`config.mk`:
```
export PLATFORM = sky130hd
export DESIGN_NAME = onebit_fir_decim
export DESIGN_NICKNAME = d
export VERILOG_FILES = /design/src/rtl/onebit_fir_pkg.sv /design/src/rtl/onebit_fir_delay.sv /design/src/rtl/onebit_fir_taps.sv /design/src/rtl/onebit_fir_phase.sv /design/src/rtl/onebit_fir_decim.sv
export SDC_FILE = /design/constraint.sdc
export NUM_CORES = 1
export LEC_CHECK = 0
export BUFFER_PORTS_ARGS = -buffer_cell sky130_fd_sc_hd__buf_4
export CAP_MARGIN = 20
export CORE_MARGIN = 2
export CORE_UTILIZATION = 59
export CTS_CLUSTER_DIAMETER = 60
export DETAILED_ROUTE_END_ITERATION = 7
export PLACE_DENSITY = 0.77
export SYNTH_ARGS = -nofsm -noshare
export SYNTH_HDL_FRONTEND = slang
export SYNTH_HIERARCHICAL = 1
export SYNTH_SLANG_ARGS = --single-unit
export TNS_END_PERCENT = 30
```
`constraint.sdc`:
```
create_clock -name clk -period 1.98 [get_ports clk]
set_input_delay 0.297 -clock clk [delete_from_list [all_inputs] [get_ports clk]]
set_output_delay 0.297 -clock clk [all_outputs]
set_load 0.005 [all_outputs]
```
`src/rtl/onebit_fir_pkg.sv`:
```
package onebit_fir_pkg;

  // Parabolic window weight for tap k of a taps-long line.
  function automatic int unsigned tap_coef(input int unsigned k, input int unsigned taps);
    return (k + 1) * (taps - k);
  endfunction

  function automatic int unsigned coef_total(input int unsigned taps);
    int unsigned acc;
    acc = 0;
    for (int unsigned k = 0; k < taps; k++) acc += tap_coef(k, taps);
    return acc;
  endfunction

  // Signed width that holds +/- the coefficient total.
  function automatic int unsigned sum_width(input int unsigned taps);
    return $clog2(coef_total(taps) + 1) + 1;
  endfunction

endpackage

```
`src/rtl/onebit_fir_delay.sv`:
```
module onebit_fir_delay #(
  parameter int unsigned TAPS = 32
) (
  input  logic            clk,
  input  logic            rst_n,
  input  logic            shift_en,
  input  logic            bit_in,
  output logic [TAPS-1:0] hist_q,
  output logic [TAPS-1:0] hist_nx
);

  always_comb begin
    hist_nx = hist_q;
    if (shift_en) hist_nx = {hist_q[TAPS-2:0], bit_in};
  end

  always_ff @(posedge clk or negedge rst_n) begin
    if (!rst_n) hist_q <= '0;
    else        hist_q <= hist_nx;
  end

  // an idle cycle leaves the line untouched
  a_r4_line_frozen: assert property (@(posedge clk) disable iff (!rst_n)
    !shift_en |=> $stable(hist_q));

  // the accepted bit lands in tap 0
  a_r2_newest_tap: assert property (@(posedge clk) disable iff (!rst_n)
    shift_en |=> hist_q[0] == $past(bit_in));

endmodule

```
`src/rtl/onebit_fir_taps.sv`:
```
module onebit_fir_taps #(
  parameter int unsigned TAPS = 32,
  parameter int unsigned SW   = onebit_fir_pkg::sum_width(TAPS)
) (
  input  logic [TAPS-1:0]       hist,
  output logic signed [SW-1:0]  sum
);

  logic signed [SW-1:0] term [TAPS];

  for (genvar k = 0; k < TAPS; k++) begin : g_tap
    localparam logic signed [SW-1:0] CK = SW'(onebit_fir_pkg::tap_coef(k, TAPS));
    assign term[k] = hist[k] ? CK : -CK;
  end

  always_comb begin
    sum = '0;
    for (int k = 0; k < TAPS; k++) sum = sum + term[k];
  end

endmodule

```
`src/rtl/onebit_fir_phase.sv`:
```
module onebit_fir_phase #(
  parameter int unsigned OSR  = 128,
  parameter int unsigned TAPS = 32
) (
  input  logic clk,
  input  logic rst_n,
  input  logic in_valid,
  output logic fire
);

  localparam int unsigned PW = (OSR > 1) ? $clog2(OSR) : 1;
  localparam int unsigned FW = $clog2(TAPS + 1);
  localparam logic [PW-1:0] LAST = PW'(OSR - 1);
  localparam logic [FW-1:0] FULL = FW'(TAPS);

  logic [PW-1:0] phase_q, phase_nx;
  logic [FW-1:0] fill_q, fill_nx;

  always_comb begin
    phase_nx = phase_q;
    fill_nx  = fill_q;
    if (in_valid) begin
      phase_nx = (phase_q == LAST) ? '0 : phase_q + 1'b1;
      if (fill_q != FULL) fill_nx = fill_q + 1'b1;
    end
  end

  assign fire = in_valid && (phase_q == LAST) && (fill_q >= FW'(TAPS - 1));

  always_ff @(posedge clk or negedge rst_n) begin
    if (!rst_n) begin
      phase_q <= '0;
      fill_q  <= '0;
    end else begin
      phase_q <= phase_nx;
      fill_q  <= fill_nx;
    end
  end

  // phase wraps after the last slot of a period
  a_r3_phase_wrap: assert property (@(posedge clk) disable iff (!rst_n)
    (in_valid && phase_q == LAST) |=> phase_q == '0);

  // counters stall without input
  a_r4_phase_stall: assert property (@(posedge clk) disable iff (!rst_n)
    !in_valid |=> ($stable(phase_q) && $stable(fill_q)));

  // fill count never passes the tap count
  a_r5_fill_bound: assert property (@(posedge clk) disable iff (!rst_n)
    fill_q <= FULL);

endmodule

```
`src/rtl/onebit_fir_decim.sv`:
```
module onebit_fir_decim #(
  parameter int unsigned OSR  = 128,
  parameter int unsigned TAPS = 32,
  localparam int unsigned SW  = onebit_fir_pkg::sum_width(TAPS)
) (
  input  logic                 clk,
  input  logic                 rst_n,
  input  logic                 bit_in,
  input  logic                 bit_valid,
  output logic signed [SW-1:0] sample_out,
  output logic                 sample_valid
);

  localparam logic signed [SW-1:0] TOT = SW'(onebit_fir_pkg::coef_total(TAPS));

  // Reset: asserted asynchronously, released on a clock edge.
  logic [1:0] rst_sync_q;
  logic       rst_int_n;

  always_ff @(posedge clk or negedge rst_n) begin
    if (!rst_n) rst_sync_q <= 2'b00;
    else        rst_sync_q <= {rst_sync_q[0], 1'b1};
  end
  assign rst_int_n = rst_sync_q[1];

  logic [TAPS-1:0]      hist_q, hist_nx;
  logic signed [SW-1:0] sum;
  logic                 fire;
  logic signed [SW-1:0] sample_q, sample_nx;
  logic                 valid_q, valid_nx;

  onebit_fir_delay #(.TAPS(TAPS)) u_delay (
    .clk(clk), .rst_n(rst_int_n), .shift_en(bit_valid), .bit_in(bit_in),
    .hist_q(hist_q), .hist_nx(hist_nx)
  );

  // The sum is taken over the line including the bit accepted this cycle.
  onebit_fir_taps #(.TAPS(TAPS), .SW(SW)) u_taps (
    .hist(hist_nx), .sum(sum)
  );

  onebit_fir_phase #(.OSR(OSR), .TAPS(TAPS)) u_phase (
    .clk(clk), .rst_n(rst_int_n), .in_valid(bit_valid), .fire(fire)
  );

  always_comb begin
    sample_nx = sample_q;
    valid_nx  = 1'b0;
    if (fire) begin
      sample_nx = sum;
      valid_nx  = 1'b1;
    end
  end

  always_ff @(posedge clk or negedge rst_int_n) begin
    if (!rst_int_n) begin
      sample_q <= '0;
      valid_q  <= 1'b0;
    end else begin
      sample_q <= sample_nx;
      valid_q  <= valid_nx;
    end
  end

  assign sample_out   = sample_q;
  assign sample_valid = valid_q;

  // strobe is a single-cycle pulse (OSR >= 2)
  a_r3_single_pulse: assert property (@(posedge clk) disable iff (!rst_int_n)
    sample_valid |=> !sample_valid);

  // every strobe follows an accepted bit
  a_r4_needs_input: assert property (@(posedge clk) disable iff (!rst_int_n)
    sample_valid |-> $past(bit_valid));

  // no overflow beyond the coefficient total
  a_r7_no_overflow: assert property (@(posedge clk) disable iff (!rst_int_n)
    sample_valid |-> (sample_out <= TOT && sample_out >= -TOT));

  // output holds between strobes
  a_r8_hold: assert property (@(posedge clk) disable iff (!rst_int_n)
    !sample_valid |-> $stable(sample_out));

  // a sum of +/- terms keeps the parity of the total
  a_r2_parity: assert property (@(posedge clk) disable iff (!rst_int_n)
    sample_valid |-> sample_out[0] == TOT[0]);

endmodule

```
==> summary.md, run 1 <==
| Metric | Value |
|---|---|
| Cell repeated most along the worst path | fa_1 |
| Total gr overflow | 0 |
| Post-Syn Area | 0.00801 mm^2 |
| Clock Tree Buf Depth | 2 |
| Post-synth top cells | 220 x inv_1, 200 x fa_1, 62 x dfrtp_1 |
| Max_cap viols | 0 |
| Placed Area | 0.00911 mm^2 |
| Core area | 0.0132 mm^2 |
| Crit Path Category | reg2reg |
| Status | finished, violations left |
| Worst-margin pin slew | 0.565 ns |
| Root buf cell | clkbuf_16 |
| Yosys Warn Count | 6 |
| Synth async-reset ratio | 100% |
| Startpoint types | register |
| Largest net degree at the start of global routing | 24 |
| Vias in the first global route | 5742 |
| Post-synth top area share | 50.0% |
| Ranking of synthesized cells by area | fa_1 50%, dfrtp_1 19%, inv_1 10%, mux2_4 5.8%, ha_1 5.2% |
| Crit Path Max Fanout | 3 |
| Slew Viols, Final | 0 |
| Total CTS buffers | 9 |
| Final setup margin | -4.61 ns |
| Gpl congestion | 0.869 |
| Met1 Track Usage GR | 34.6% |
| Post-synth EDFFs | 0 |
| Diode count | 0 |
| Initial core utilization | 60.5% |
| WL per Instance | 18.3 um |
| GR Util met2 | 46.9% |
| Initial drt markers | 195 |
| Share of layout cells above drive strength 1 | 33.5% |
| Top cell type by total area after synthesis | fa_1 |
| Post-route DRC | 0 |
| Sequential fraction of the synthesis area | 19.4% |
| Tot GR Track Use | 26.5% |
| DP HPWL | 13200 um |
| Antenna violations before repair | 0 |
| H-tree levels | 3 |
| CP peak stage delay | 0.56 ns |
| Pre-antenna DRT Iters | 4 |
| Reg clk slew, reported paths | 0.06 ns |
| Failing checks | negative setup slack |
| Die area | 0.0145 mm^2 |
| Slowest CP cell | fa_1 |
| Final setup fails | 12 |
| Cells after synthesis | 637 |
| Via Count | 4800 |
| Critical Path, Cell by Cell | mux2_4 > clkinvlp_4 > fa_2 > fa_1 > inv_1 > fa_1 > inv_1 > fa_1 > inv_1 > fa_1 > fa_1 > fa_1 > fa_1 > ha_4 > a21oi_4 > o21ai_2 > o41ai_2 > xnor2_1 > mux2_4 |
| Design area | 0.00965 mm^2 |
| Die H | 121 um |
| Placed cell count | 915 |
| Crit-path leading delay family | adder cells |
| Fin crit share | 333% |
| Fillers | 816 |
| Number of buffers and inverters on the critical path | 4 |
| Netlist cell types | 28 |
| Grt met3 use | 2.97% |
| First-pass GRT wire length | 28700 um |
| Crit. End Element | register |
| Min Hold Slack | 0.257 ns |
| Pre-CTS setup slack | -4.81 ns |
| Most common cell in the synthesized netlist | inv_1 |
| Skew final | 0.00634 ns |
| Worst skew pair latency | 0.35 ns |
| Nets@finish | 999 |
| Hold WC Path Type | reg2async |
| Area delta synth->final | 20.4% |
| Fmax | 152 MHz |
| Final WL | 17300 um |
| Required time of the worst setup path | 2.21 ns |
| Slew margin rel. | 62.3% |
| Global routing's busiest layer | met2 |
| # clock sinks | 62 |
| Final hold viol count | 0 |
| Non-Filler Instances | 943 |
| Final ANT Viol Nets | 0 |
| CTS tree | yes |
| WP data arrival | 6.82 ns |
| Tmin final | 6.59 ns |
| Unrepaired setup endpoints after global routing | yes |
| Port Buf Inserts | 18 |
| Flops & latches, synth | 62 |
| # IOs | 19 |
| Vias per cell | 5.09 |
| Predominant post-synthesis flop cell | dfrtp_1 |
| Die Width | 121 um |
| Row count | 42 |
| Mean Syn Cell Area | 12.6 um^2 |
per-stage QoR:
step           setup TNS, ns  utilization (%)
6_report              -42.77             72.9
5_1_grt               -44.52             72.9
4_1_cts               -41.46             72.3
3_5_place_dp          -45.90             68.8
3_3_place_gp          -44.74             68.8
2_1_floorplan         -41.38                -
final cells by class:
cell class / count / area (um^2) / area share (%)
Multi-Input combinational cell: 348 / 5760 / 59.6
Inverter: 220 / 860 / 8.91
Clock inverter: 6 / 61.3 / 0.635
Tap cell: 176 / 220 / 2.28
Timing Repair Buffer: 121 / 971 / 10.1
Clock buffer: 10 / 229 / 2.37
Sequential cell: 62 / 1550 / 16.1
timing repair:
action | in CTS | in global routing
buffers inserted | 7 | 5
setup endpoints to repair | 12 | 12
gates resized for setup | 31 | 20
hold buffers | 1 | 0
pin swaps | 39 | 24
endpoints found under the hold margin | 2 | 0
cell families (layout without fill, tap and decap cells):
logic type | Yosys count | count (layout) | synth area share, %
buffers and inverters | 228 | 357 | 11.6
XOR/XNOR | 24 | 24 | 2.62
AO/OA/AOI/OAI | 14 | 14 | 1.48
AND/OR/NAND/NOR | 26 | 26 | 1.50
other | 2 | 3 | 0.0937
multiplexers | 48 | 48 | 8.20
adder cells (fa/ha/maj) | 233 | 233 | 55.1
flip-flops | 62 | 62 | 19.4
worst paths after layout:
| check | start | end | slack [ns] | cells after the start |
|---|---|---|---|---|
| max in group asynchronous | rst_sync_q[1] | u_delay/hist_q[24] | 1.03 | 1 |
| worst min-delay path | rst_sync_q[1] | sample_valid | 0.26 | 0 |
| worst min register to register | rst_sync_q[1] | sample_valid | 0.26 | 0 |
| min in group clk | bit_in | u_delay/hist_q[0] | 0.26 | 2 |
| worst max-delay path | u_delay/hist_q[17] | sample_out[13] | -4.61 | 19 |
| worst max register to register | u_delay/hist_q[17] | sample_out[13] | -4.61 | 19 |
flip-flops by register name (all words and copies together) (netlist names):
name,count
u_delay/hist_q,32
u_phase/fill_q,6
sample_valid,1
sample_out,14
rst_sync_q,2
u_phase/phase_q,7
routing by layer:
layer / routed length (um) / part of all wire, % / vias to the layer above
met5: 0 / 0 / -
met4: 544 / 3.1 / 0
met3: 521 / 3.0 / 40
met2: 9610 / 56 / 100
met1: 6610 / 38 / 2616
li1: - / - / 2044
layout by cell type (no fill, tap or decap), drive strengths merged, types with 2 or more instances in the layout:
| master | instances |
|---|---|
| a21o | 2 |
| a21oi | 5 |
| buf | 120 |
| clkbuf | 10 |
| clkinv | 3 |
| clkinvlp | 6 |
| conb | 3 |
| dfrtp | 62 |
| fa | 200 |
| ha | 33 |
| inv | 216 |
| mux2 | 48 |
| nand2 | 8 |
| nand4 | 5 |
| nor2 | 8 |
| nor3 | 2 |
| o21ai | 3 |
| o41ai | 2 |
| xnor2 | 21 |
| xor2 | 3 |
worst reg2reg max path, cell delays in order (launching register included):
cell and delay (ns):
dfrtp_1 0.42, mux2_4 0.32, clkinvlp_4 0.12, fa_2 0.49, fa_1 0.56, inv_1 0.07, fa_1 0.52, inv_1 0.07
fa_1 0.55, inv_1 0.06, fa_1 0.49, fa_1 0.53, fa_1 0.43, fa_1 0.55, ha_4 0.23, a21oi_4 0.20
o21ai_2 0.12, o41ai_2 0.35, xnor2_1 0.12, mux2_4 0.26
Power of run 1 is not shown: default switching activity piles up to over one toggle a cycle in this logic, so the estimate is an artifact.
==> inputs of run 2 (changes only) <==
Settings changed: PLACE_DENSITY 0.77 to unset, PLACE_DENSITY_LB_ADDON set to 0.12.
==> summary.md, run 2 (synthesis results as in run 1) <==
| Metric | Value |
|---|---|
| Status | finished, violations left (unchanged) |
| Failing checks | negative setup slack (unchanged) |
| Crit Path Category | reg2reg (unchanged) |
| Initial core utilization | 60.5% (unchanged) |
| Placed Area | 0.00914 mm^2 (was 0.00911 mm^2) |
| Skew final | 0.00857 ns (was 0.00634 ns) |
| Min Hold Slack | 0.262 ns (was 0.257 ns) |
| Pre-antenna DRT Iters | 4 (unchanged) |
| Gpl congestion | 0.860 (was 0.869) |
| Fmax | 156 MHz (was 152 MHz) |
| Final setup margin | -4.44 ns (was -4.61 ns) |
| Hold Path Depth | 2 |
| Total gr overflow | 0 (unchanged) |
| Die area | 0.0145 mm^2 (unchanged) |
| Hold WC Path Type | in2reg (was reg2async) |
| Final ANT Viol Nets | 0 (unchanged) |
| Clock Tree Buf Depth | 2 (unchanged) |
| H-tree levels | 3 (unchanged) |
| Reg clk slew, reported paths | 0.06 ns (about the same) |
| DP HPWL | 13100 um (was 13200 um) |
| # IOs | 19 (unchanged) |
| Antenna violations before repair | 0 (unchanged) |
| CTS tree | yes (unchanged) |
| Final setup fails | 12 (unchanged) |
| Largest net degree at the start of global routing | 61 (was 24) |
| WP data arrival | 6.65 ns (was 6.82 ns) |
| Port Buf Inserts | 18 (unchanged) |
| Root buf cell | clkbuf_16 (unchanged) |
| Total CTS buffers | 9 (unchanged) |
| Post-route DRC | 0 (unchanged) |
| Pre-CTS setup slack | -4.91 ns (was -4.81 ns) |
| Register with the most flip-flops | u_delay/hist_q (unchanged) |
| Unrepaired setup endpoints after global routing | yes (unchanged) |
| WL per Instance | 16.4 um (was 18.3 um) |
| Die H | 121 um (unchanged) |
| Nets@finish | 1005 (was 999) |
| Worst skew pair latency | 0.34 ns (was 0.35 ns) |
| Vias in the first global route | 5599 (was 5742) |
| Share of layout cells above drive strength 1 | 33.5% (about the same) |
| Startpoint types | register (unchanged) |
| Final hold viol count | 0 (unchanged) |
| Fillers | 893 (was 816) |
| Tot GR Track Use | 24.6% (was 26.5%) |
| Area delta synth->final | 21.7% (was 20.4%) |
| Required time of the worst setup path | 2.21 ns (about the same) |
| Core area | 0.0132 mm^2 (unchanged) |
| Max reg flops | 32 (unchanged) |
| Final WL | 15500 um (was 17300 um) |
| Vias per cell | 4.89 (was 5.09) |
| Commonest cells after routing, fill and taps aside | 190 x inv_1, 183 x fa_1, 117 x buf_4 (was 190 x inv_1, 176 x fa_1, 111 x buf_4) |
| Max_cap viols | 0 (unchanged) |
| Diode count | 0 (unchanged) |
| Row count | 42 (unchanged) |
| Slew Viols, Final | 0 (unchanged) |
| Crit Path Max Fanout | 5 (was 3) |
| Crit. End Element | register (unchanged) |
| Tmin final | 6.42 ns (was 6.59 ns) |
| Design area | 0.00975 mm^2 (was 0.00965 mm^2) |
| Via Count | 4641 (was 4800) |
| First-pass GRT wire length | 26900 um (was 28700 um) |
| Initial drt markers | 128 (was 195) |
| Top flop regs | u_delay/hist_q (32), sample_out (14), u_phase/phase_q (7) (unchanged) |
| Commonest non-fill, non-tap cell in the layout | inv_1 (unchanged) |
| Fin crit share | 324% (was 333%) |
| Worst reg2reg path depth | 20 (was 19) |
| # clock sinks | 62 (unchanged) |
| Die Width | 121 um (unchanged) |
run 2: critical path, cell delays in order (launching register included):
cell and delay [ns]:
dfrtp_1 0.38, mux2_4 0.30, clkinvlp_4 0.17, fa_2 0.52
fa_1 0.52, inv_1 0.06, fa_1 0.54, inv_1 0.06
fa_1 0.51, inv_1 0.05, fa_1 0.47, fa_2 0.59
fa_1 0.46, ha_4 0.32, ha_4 0.19, a21o_1 0.18
a21oi_4 0.21, o21ai_2 0.10, o41ai_2 0.31, xnor2_1 0.11
mux2_4 0.26
run 2: per-layer routing:
layer	vias to the layer above	wire [um]	global-route usage [%]
li1	2061	-	-
met3	18	519	3.96
met1	2498	6450	33.5
met4	0	212	5.96
met2	64	8370	41.8
met5	-	0	0
run 2: worst paths after layout:
path,from,end,slack (ns)
min in group asynchronous,rst_sync_q[1],sample_out[1],0.28
hold reg to reg,rst_sync_q[1],sample_out[1],0.28
setup reg to reg,u_delay/hist_q[14],sample_out[13],-4.44
setup / recovery,u_delay/hist_q[14],sample_out[13],-4.44
max in group asynchronous,rst_sync_q[1],u_delay/hist_q[26],1.43
hold / removal,bit_in,u_delay/hist_q[0],0.26
run 2: area by class of cell:
type                       instances  area, um^2  share of cell area, %
timing repair buffer             127        1060                   10.9
multi-input combinational        348        5740                   58.9
sequential                        62        1550                   15.9
inverter                         220         852                   8.74
tap                              176         220                   2.26
clock inverter                     3        40.0                  0.411
clock buffer                      13         280                   2.87
run 2: stage by stage:
| step | cells | util, % | setup TNS (ns) |
|---|---|---|---|
| finish | 949 | 73.6 | -41.57 |
| global route | 949 | 73.6 | -43.31 |
| CTS | 943 | 72.7 | -41.99 |
| detailed placement | 915 | 69.0 | -46.69 |
| global placement | 915 | 69.0 | -45.75 |
| floorplan | 638 | - | -41.38 |
run 2: repair_timing:
action | in CTS | in global routing
setup endpoints to repair | 12 | 12
hold buffers | 1 | 0
resized for setup | 22 | 16
pin swaps | 38 | 21
setup buffers | 12 | 5
cloned | 0 | 1
endpoints found under the hold margin | 2 | 0
Power of run 2 is left out for the same reason.
